### config.mk
export PLATFORM = sky130hd
export DESIGN_NAME = sha1_core
export DESIGN_NICKNAME = d
export VERILOG_FILES = /design/src/rtl/sha1_pkg.sv /design/src/rtl/sha1_round.sv /design/src/rtl/sha1_sched.sv /design/src/rtl/sha1_core.sv
export SDC_FILE = /design/constraint.sdc
export NUM_CORES = 2
export LEC_CHECK = 0
export CORE_MARGIN = 2
export CORE_UTILIZATION = 57
export CTS_CLUSTER_DIAMETER = 120
export DETAILED_ROUTE_END_ITERATION = 8
export PLACE_DENSITY = 0.89
export SYNTH_ARGS = -nofsm -noshare
export SYNTH_HDL_FRONTEND = slang
export SYNTH_SLANG_ARGS = --single-unit
export TNS_END_PERCENT = 5
### constraint.sdc
create_clock -name clk -period 10.1 [get_ports clk]
set_clock_uncertainty 0.1 [all_clocks]
set_input_delay 2.525 -clock clk [delete_from_list [all_inputs] [get_ports clk]]
set_output_delay 2.525 -clock clk [all_outputs]
set_load 0.01 [all_outputs]
### src/rtl/sha1_pkg.sv
// Shared types and helpers for the SHA-1 compression engine.
// Assumes 32-bit words; the working state is packed A (MSB) .. E (LSB).
package sha1_pkg;

    localparam int WORD_W = 32;

    typedef logic [WORD_W-1:0] word_t;

    typedef struct packed {
        word_t a;
        word_t b;
        word_t c;
        word_t d;
        word_t e;
    } hstate_t;

    // Left rotate of one word by a fixed amount.
    function automatic word_t rotl(input word_t x, input int unsigned n);
        return (x << n) | (x >> (WORD_W - n));
    endfunction

    // Additive constant selected by the 20-round group index.
    function automatic word_t grp_const(input logic [1:0] g);
        case (g)
            2'd0:    return 32'h5A827999;
            2'd1:    return 32'h6ED9EBA1;
            2'd2:    return 32'h8F1BBCDC;
            default: return 32'hCA62C1D6;
        endcase
    endfunction

    // Word-wise modulo-2^32 sum of two states.
    function automatic hstate_t add_state(input hstate_t x, input hstate_t y);
        hstate_t r;
        r.a = x.a + y.a;
        r.b = x.b + y.b;
        r.c = x.c + y.c;
        r.d = x.d + y.d;
        r.e = x.e + y.e;
        return r;
    endfunction

endpackage

### src/rtl/sha1_round.sv
// One combinational SHA-1 round: selects the group's boolean function and
// constant, forms the new A and shifts the remaining working words.
// Assumes grp is already decoded from the round index by the caller.
module sha1_round
    import sha1_pkg::*;
(
    input  hstate_t    cur,
    input  word_t      w,
    input  logic [1:0] grp,
    output hstate_t    nxt
);

    word_t f;

    // Boolean function of B, C, D for the current group.
    always_comb begin
        case (grp)
            2'd0:    f = (cur.b & (cur.c ^ cur.d)) ^ cur.d;
            2'd2:    f = ((cur.b | cur.c) & cur.d) | (cur.b & cur.c);
            default: f = cur.b ^ cur.c ^ cur.d;
        endcase
    end

    // New working words after this round.
    always_comb begin
        nxt.a = rotl(cur.a, 5) + f + cur.e + grp_const(grp) + w;
        nxt.b = cur.a;
        nxt.c = rotl(cur.b, 30);
        nxt.d = cur.c;
        nxt.e = cur.d;
    end

endmodule

### src/rtl/sha1_sched.sv
// Message schedule held in a DEPTH-word ring. On load, the block's bytes
// are regrouped into big-endian words. Rounds below DEPTH read the ring
// directly; later rounds expand in place from four taps.
// Assumes DEPTH is a power of two (16 for SHA-1) so indices wrap freely.
module sha1_sched
    import sha1_pkg::*;
#(
    parameter int DEPTH = 16,
    parameter int RND_W = 7,
    parameter int TAP_1 = 3,
    parameter int TAP_2 = 8,
    parameter int TAP_3 = 14
) (
    input  logic                    clk,
    input  logic                    load,
    input  logic                    step,
    input  logic [RND_W-1:0]        rnd,
    input  logic [DEPTH*WORD_W-1:0] block_in,
    output word_t                   w_out
);

    localparam int IDX_W = $clog2(DEPTH);

    word_t             ring [DEPTH];
    word_t             load_w [DEPTH];
    word_t             expanded;
    logic [IDX_W-1:0]  idx;
    logic              direct;

    // Regroup four little-position bytes into one big-endian word.
    for (genvar gi = 0; gi < DEPTH; gi++) begin : g_word
        assign load_w[gi] = {block_in[8*(4*gi)   +: 8],
                             block_in[8*(4*gi+1) +: 8],
                             block_in[8*(4*gi+2) +: 8],
                             block_in[8*(4*gi+3) +: 8]};
    end

    // Ring index, expansion and schedule word selection.
    always_comb begin
        idx      = rnd[IDX_W-1:0];
        direct   = (rnd < RND_W'(DEPTH));
        expanded = rotl(ring[idx] ^ ring[idx - IDX_W'(TAP_1)] ^
                        ring[idx - IDX_W'(TAP_2)] ^ ring[idx - IDX_W'(TAP_3)], 1);
        w_out    = direct ? ring[idx] : expanded;
    end

    // Fill on load, overwrite the oldest entry on expanding rounds.
    always_ff @(posedge clk) begin
        if (load) begin
            for (int i = 0; i < DEPTH; i++) ring[i] <= load_w[i];
        end else if (step && !direct) begin
            ring[idx] <= expanded;
        end
    end

endmodule

### src/rtl/sha1_core.sv
// Iterative SHA-1 compression: one block per start, one round per clock,
// final feed-forward add, one-cycle done pulse with a held result.
// Assumes start is ignored while busy and that the caller handles padding.
module sha1_core
    import sha1_pkg::*;
#(
    parameter int ROUNDS      = 80,
    parameter int GROUP_LEN   = 20,
    parameter int SCHED_DEPTH = 16
) (
    input  logic                          clk,
    input  logic                          rst_n,
    input  logic                          start,
    input  logic [5*WORD_W-1:0]           state_in,
    input  logic [SCHED_DEPTH*WORD_W-1:0] block_in,
    output logic                          busy,
    output logic                          done,
    output logic [5*WORD_W-1:0]           state_out
);

    localparam int RND_W = $clog2(ROUNDS);

    logic              busy_q, done_q, accept, last;
    logic [RND_W-1:0]  rnd_q;
    logic [1:0]        grp;
    hstate_t           work_q, chain_q, nxt, out_q;
    word_t             w;

    assign accept = start && !busy_q;
    assign last   = (rnd_q == RND_W'(ROUNDS - 1));

    // Group index from fixed round boundaries.
    always_comb begin
        if (rnd_q >= RND_W'(3 * GROUP_LEN))      grp = 2'd3;
        else if (rnd_q >= RND_W'(2 * GROUP_LEN)) grp = 2'd2;
        else if (rnd_q >= RND_W'(GROUP_LEN))     grp = 2'd1;
        else                                     grp = 2'd0;
    end

    sha1_sched #(
        .DEPTH (SCHED_DEPTH),
        .RND_W (RND_W)
    ) u_sched (
        .clk      (clk),
        .load     (accept),
        .step     (busy_q),
        .rnd      (rnd_q),
        .block_in (block_in),
        .w_out    (w)
    );

    sha1_round u_round (
        .cur (work_q),
        .w   (w),
        .grp (grp),
        .nxt (nxt)
    );

    // Control: round counter, busy, done and the held result.
    always_ff @(posedge clk) begin
        if (!rst_n) begin
            busy_q <= 1'b0;
            done_q <= 1'b0;
            rnd_q  <= '0;
            out_q  <= '0;
        end else begin
            done_q <= 1'b0;
            if (accept) begin
                busy_q <= 1'b1;
                rnd_q  <= '0;
            end else if (busy_q) begin
                if (last) begin
                    busy_q <= 1'b0;
                    done_q <= 1'b1;
                    rnd_q  <= '0;
                    out_q  <= add_state(chain_q, nxt);
                end else begin
                    rnd_q <= rnd_q + 1'b1;
                end
            end
        end
    end

    // Datapath: capture chaining value, then advance one round per cycle.
    always_ff @(posedge clk) begin
        if (accept) begin
            work_q  <= hstate_t'(state_in);
            chain_q <= hstate_t'(state_in);
        end else if (busy_q) begin
            work_q <= nxt;
        end
    end

    assign busy      = busy_q;
    assign done      = done_q;
    assign state_out = out_q;

endmodule

==> results.toml <==
[status]
status = "finished, final reports clean"

[global_routing]
grt_pass1_vias = 55250
grt_usage = 0.4329
gr-total-overflow = 0
antenna_found_initial = 66
grt_pass1_wl_mm = 379.3
grt_max_degree = 189

[placement]
portBuffers = 836
place_ws_ps = 866.5
hpwl_mm = 187.3
placed_cell_area_um2 = 78610
gp_congestion = 1.006
dp.cells = 7666

[sta]
fin_tns_setup_ps = 0
fin_crit_sh = 0.9413
tightest_slew_ps = 1427
fin_crit_ps = 9507
hold_viol = 0
setup_viol = 0
setup_ws_ps = 593.0
grt_setup_unrepaired = "no"
slew_headroom = 0.04409
drv_slew = 0
fmax_ghz = 0.1052

[cts]
cts_tree = "yes"
cts_buffers = 108
clock-sinks = 1005
root_buffer = "clkbuf_16"
post_cts_buffers = 0
cts_resized = 0
holdBufCountCts = 0
cts_max_level = 3
cts_buffer_depth = 3
insertion_delay_ps = 760
clkTransAtPathRegs_ps = 60

[synthesis]
avgSynthCellArea_um2 = 12.55
ys.flop_type = "edfxtp_1"
syn_area_um2 = 68490
synth_top_area_frac = 0.3648
ys_seq_elements = 1005
netlist_top_cells_area = "edfxtp_1 (36%), mux4_2 (21%), mux2_2 (6.3%)"
synth_warnings = 0
synthDistinctLibCells = 74
synth-seq-area-share = 0.4153
syn_nets = 6494
synth-edff-count = 832
synth-async-reset-ratio = 0
synth_area_leader_cell = "edfxtp_1"
synth_cells = 5458

[power]
internal-power_w = 0.01353
power.share.clock = 0.176
p_per_area_nw_per_um2 = 292.4
power_switching_w = 0.01058
p_leak_nw = 29.85
irDropWorstVdd_mv = 0.5681
combinationalPowerShare = 0.597
finalPower_w = 0.02410
seqPwrFrac = 0.226
switching_share = 0.4388

[detailed_routing]
antenna_left = 0
vias = 56130
drc = 0
via_per_inst = 7.095
first_iter_violations = 9547
dr.pass1.iters = 9
routedWlPerCell_um = 33.91
wirelength_mm = 268.3

[cells_and_area]
syn2layout_area_growth_pct = 20.36
nNetsFinal = 7200
fin_cells = 7911
drive_gt1_frac = 0.2228
design_area_um2 = 82440
multiInputGateArea_um2 = 37880
regArea_um2 = 28470
fillers = 7980

[die]
start_util = 0.5732
die-area_um2 = 122900
pin_count = 837
die_x_um = 350.6
row_count = 127
die_h_um = 350.6
coreArea_um2 = 119500

[worst_setup_path]
r2r_cells = 27
worst-path-max-fanout = 40
slowest_delay_ps = 810
critPathCaptureType = "flop"
crit_start = "rnd_q[2]$_SDFFE_PP0P_"
rr_startpoint = "rnd_q[2]$_SDFFE_PP0P_"
cp-start-kind = "flop"
r2r-end = "state_out[158]$_SDFFE_PN0P_"
required_ps = 10580
critPathKind = "reg2reg"
endpoint = "state_out[158]$_SDFFE_PN0P_"
crit_path_frequent_cell = "a21oi_1"
reg2reg_slack_ps = 590
cp_slowest_cell = "xnor2_2"
cp.arrival_ps = 9990

[hold_path]
hold_class = "reg2reg"
hold_path_startpoint = "state_out[26]$_SDFFE_PN0P_"

[run]
maxCapViolations = 0
power by group through the flow:
stage          registers (W)  logic (W)  clock network, W
6_report             0.00545     0.0144           0.00425
5_1_grt              0.00546     0.0156           0.00438
2_1_floorplan        0.00532     0.0103                 0
4_1_cts              0.00542     0.0141           0.00422
3_5_place_dp         0.00550     0.0139                 0
3_3_place_gp         0.00548     0.0137                 0
critical path, delay by kind of cell, from the launching register on:
kind | cells | cell delay (ps)
flip-flops | 1 | 720
AO/OA/AOI/OAI | 11 | 3000
AND/OR/NAND/NOR | 3 | 510
buffers and inverters | 2 | 760
adder cells (fa/ha/maj) | 4 | 1690
multiplexers | 4 | 1390
XOR/XNOR | 3 | 1160
cell type report:
| type | instances | share of cell area |
|---|---|---|
| Multi-Input combinational cell | 3842 | 0.4594 |
| Sequential cell | 1005 | 0.3454 |
| Timing Repair Buffer | 947 | 0.1124 |
| Clock buffer | 139 | 0.03658 |
| Tap cell | 1612 | 0.02447 |
| Inverter | 260 | 0.01202 |
| Clock inverter | 65 | 0.008499 |
| Antenna cell | 41 | 0.001245 |
kinds of logic (layout without fill, tap and decap cells):
group	after synthesis	count (layout)	synth area share
adders and majority gates	361	361	0.07559
buffers and inverters	611	1411	0.03533
muxes	1078	1078	0.2815
xor gates and xnor gates	300	300	0.03867
DFF	1005	1005	0.4153
and+or+nand+nor	1130	1130	0.06997
other	0	41	0
AOI/OAI and AO/OA	973	973	0.08359
synthesized netlist by cell type, drive strengths merged (12+ instances only):
master,number
and2,12
dfxtp,173
nand2,751
mux2,386
mux2i,52
nand3,37
ha,273
nor2,153
and3,16
edfxtp,832
a31oi,20
o21bai,19
nor2b,38
o211ai,15
a21o,94
mux4,640
a21oi,277
nand4,17
buf,120
a211o,12
o21a,26
o21ai,398
xnor2,177
inv,260
xor2,122
clkbuf,231
nor3,28
or3,12
fa,88
a211oi,30
nand2b,22
sequential cells by signal, indices dropped and copies added, names as in the netlist, named ones only:
name / cells
u_sched.ring: 512
chain_q: 160
state_out: 160
work_q: 160
rnd_q: 7
busy: 1
done: 1
through the flow:
| stage | hold slack (ps) | utilization |
|---|---|---|
| final | 351.9 | 0.6899 |
| after floorplan | 376.1 | - |
| after global routing | 363.4 | 0.6896 |
| after detailed placement | 342.4 | 0.6579 |
| after global placement | 338.1 | 0.6579 |
| after CTS | 352.6 | 0.6890 |
layout by cell type, fill, tap and decap left out, types with 165 or more instances in the layout:
master	synthesis	layout
clkdlybuf4s50_1	0	836
edfxtp_1	832	832
nand2_1	751	717
mux4_2	640	640
o21ai_0	395	395
mux2_2	386	386
a21oi_1	277	277
ha_1	273	270
inv_1	258	256
xnor2_1	176	167
dfxtp_1	173	165
routing by layer:
metal	part of all wire	vias to the layer above	routed length, µm	global-route usage
met5	0.0024	-	650	0.01845
met4	0.095	48	25550	0.3331
met3	0.16	1426	42680	0.1780
met2	0.44	5716	117400	0.6430
met1	0.31	26700	81970	0.4981
li1	-	22240	-	-
worst min path at each step:
stage	endpoint	slack (ps)	cells past startpoint
floorplan	state_out[140]$_SDFFE_PN0P_	380	2
global placement	state_out[86]$_SDFFE_PN0P_	340	2
detailed placement	state_out[86]$_SDFFE_PN0P_	340	2
CTS	state_out[26]$_SDFFE_PN0P_	350	2
global route	state_out[9]$_SDFFE_PN0P_	360	2
finish	state_out[26]$_SDFFE_PN0P_	350	2
Note: power is estimated with default switching activity, not from simulation.
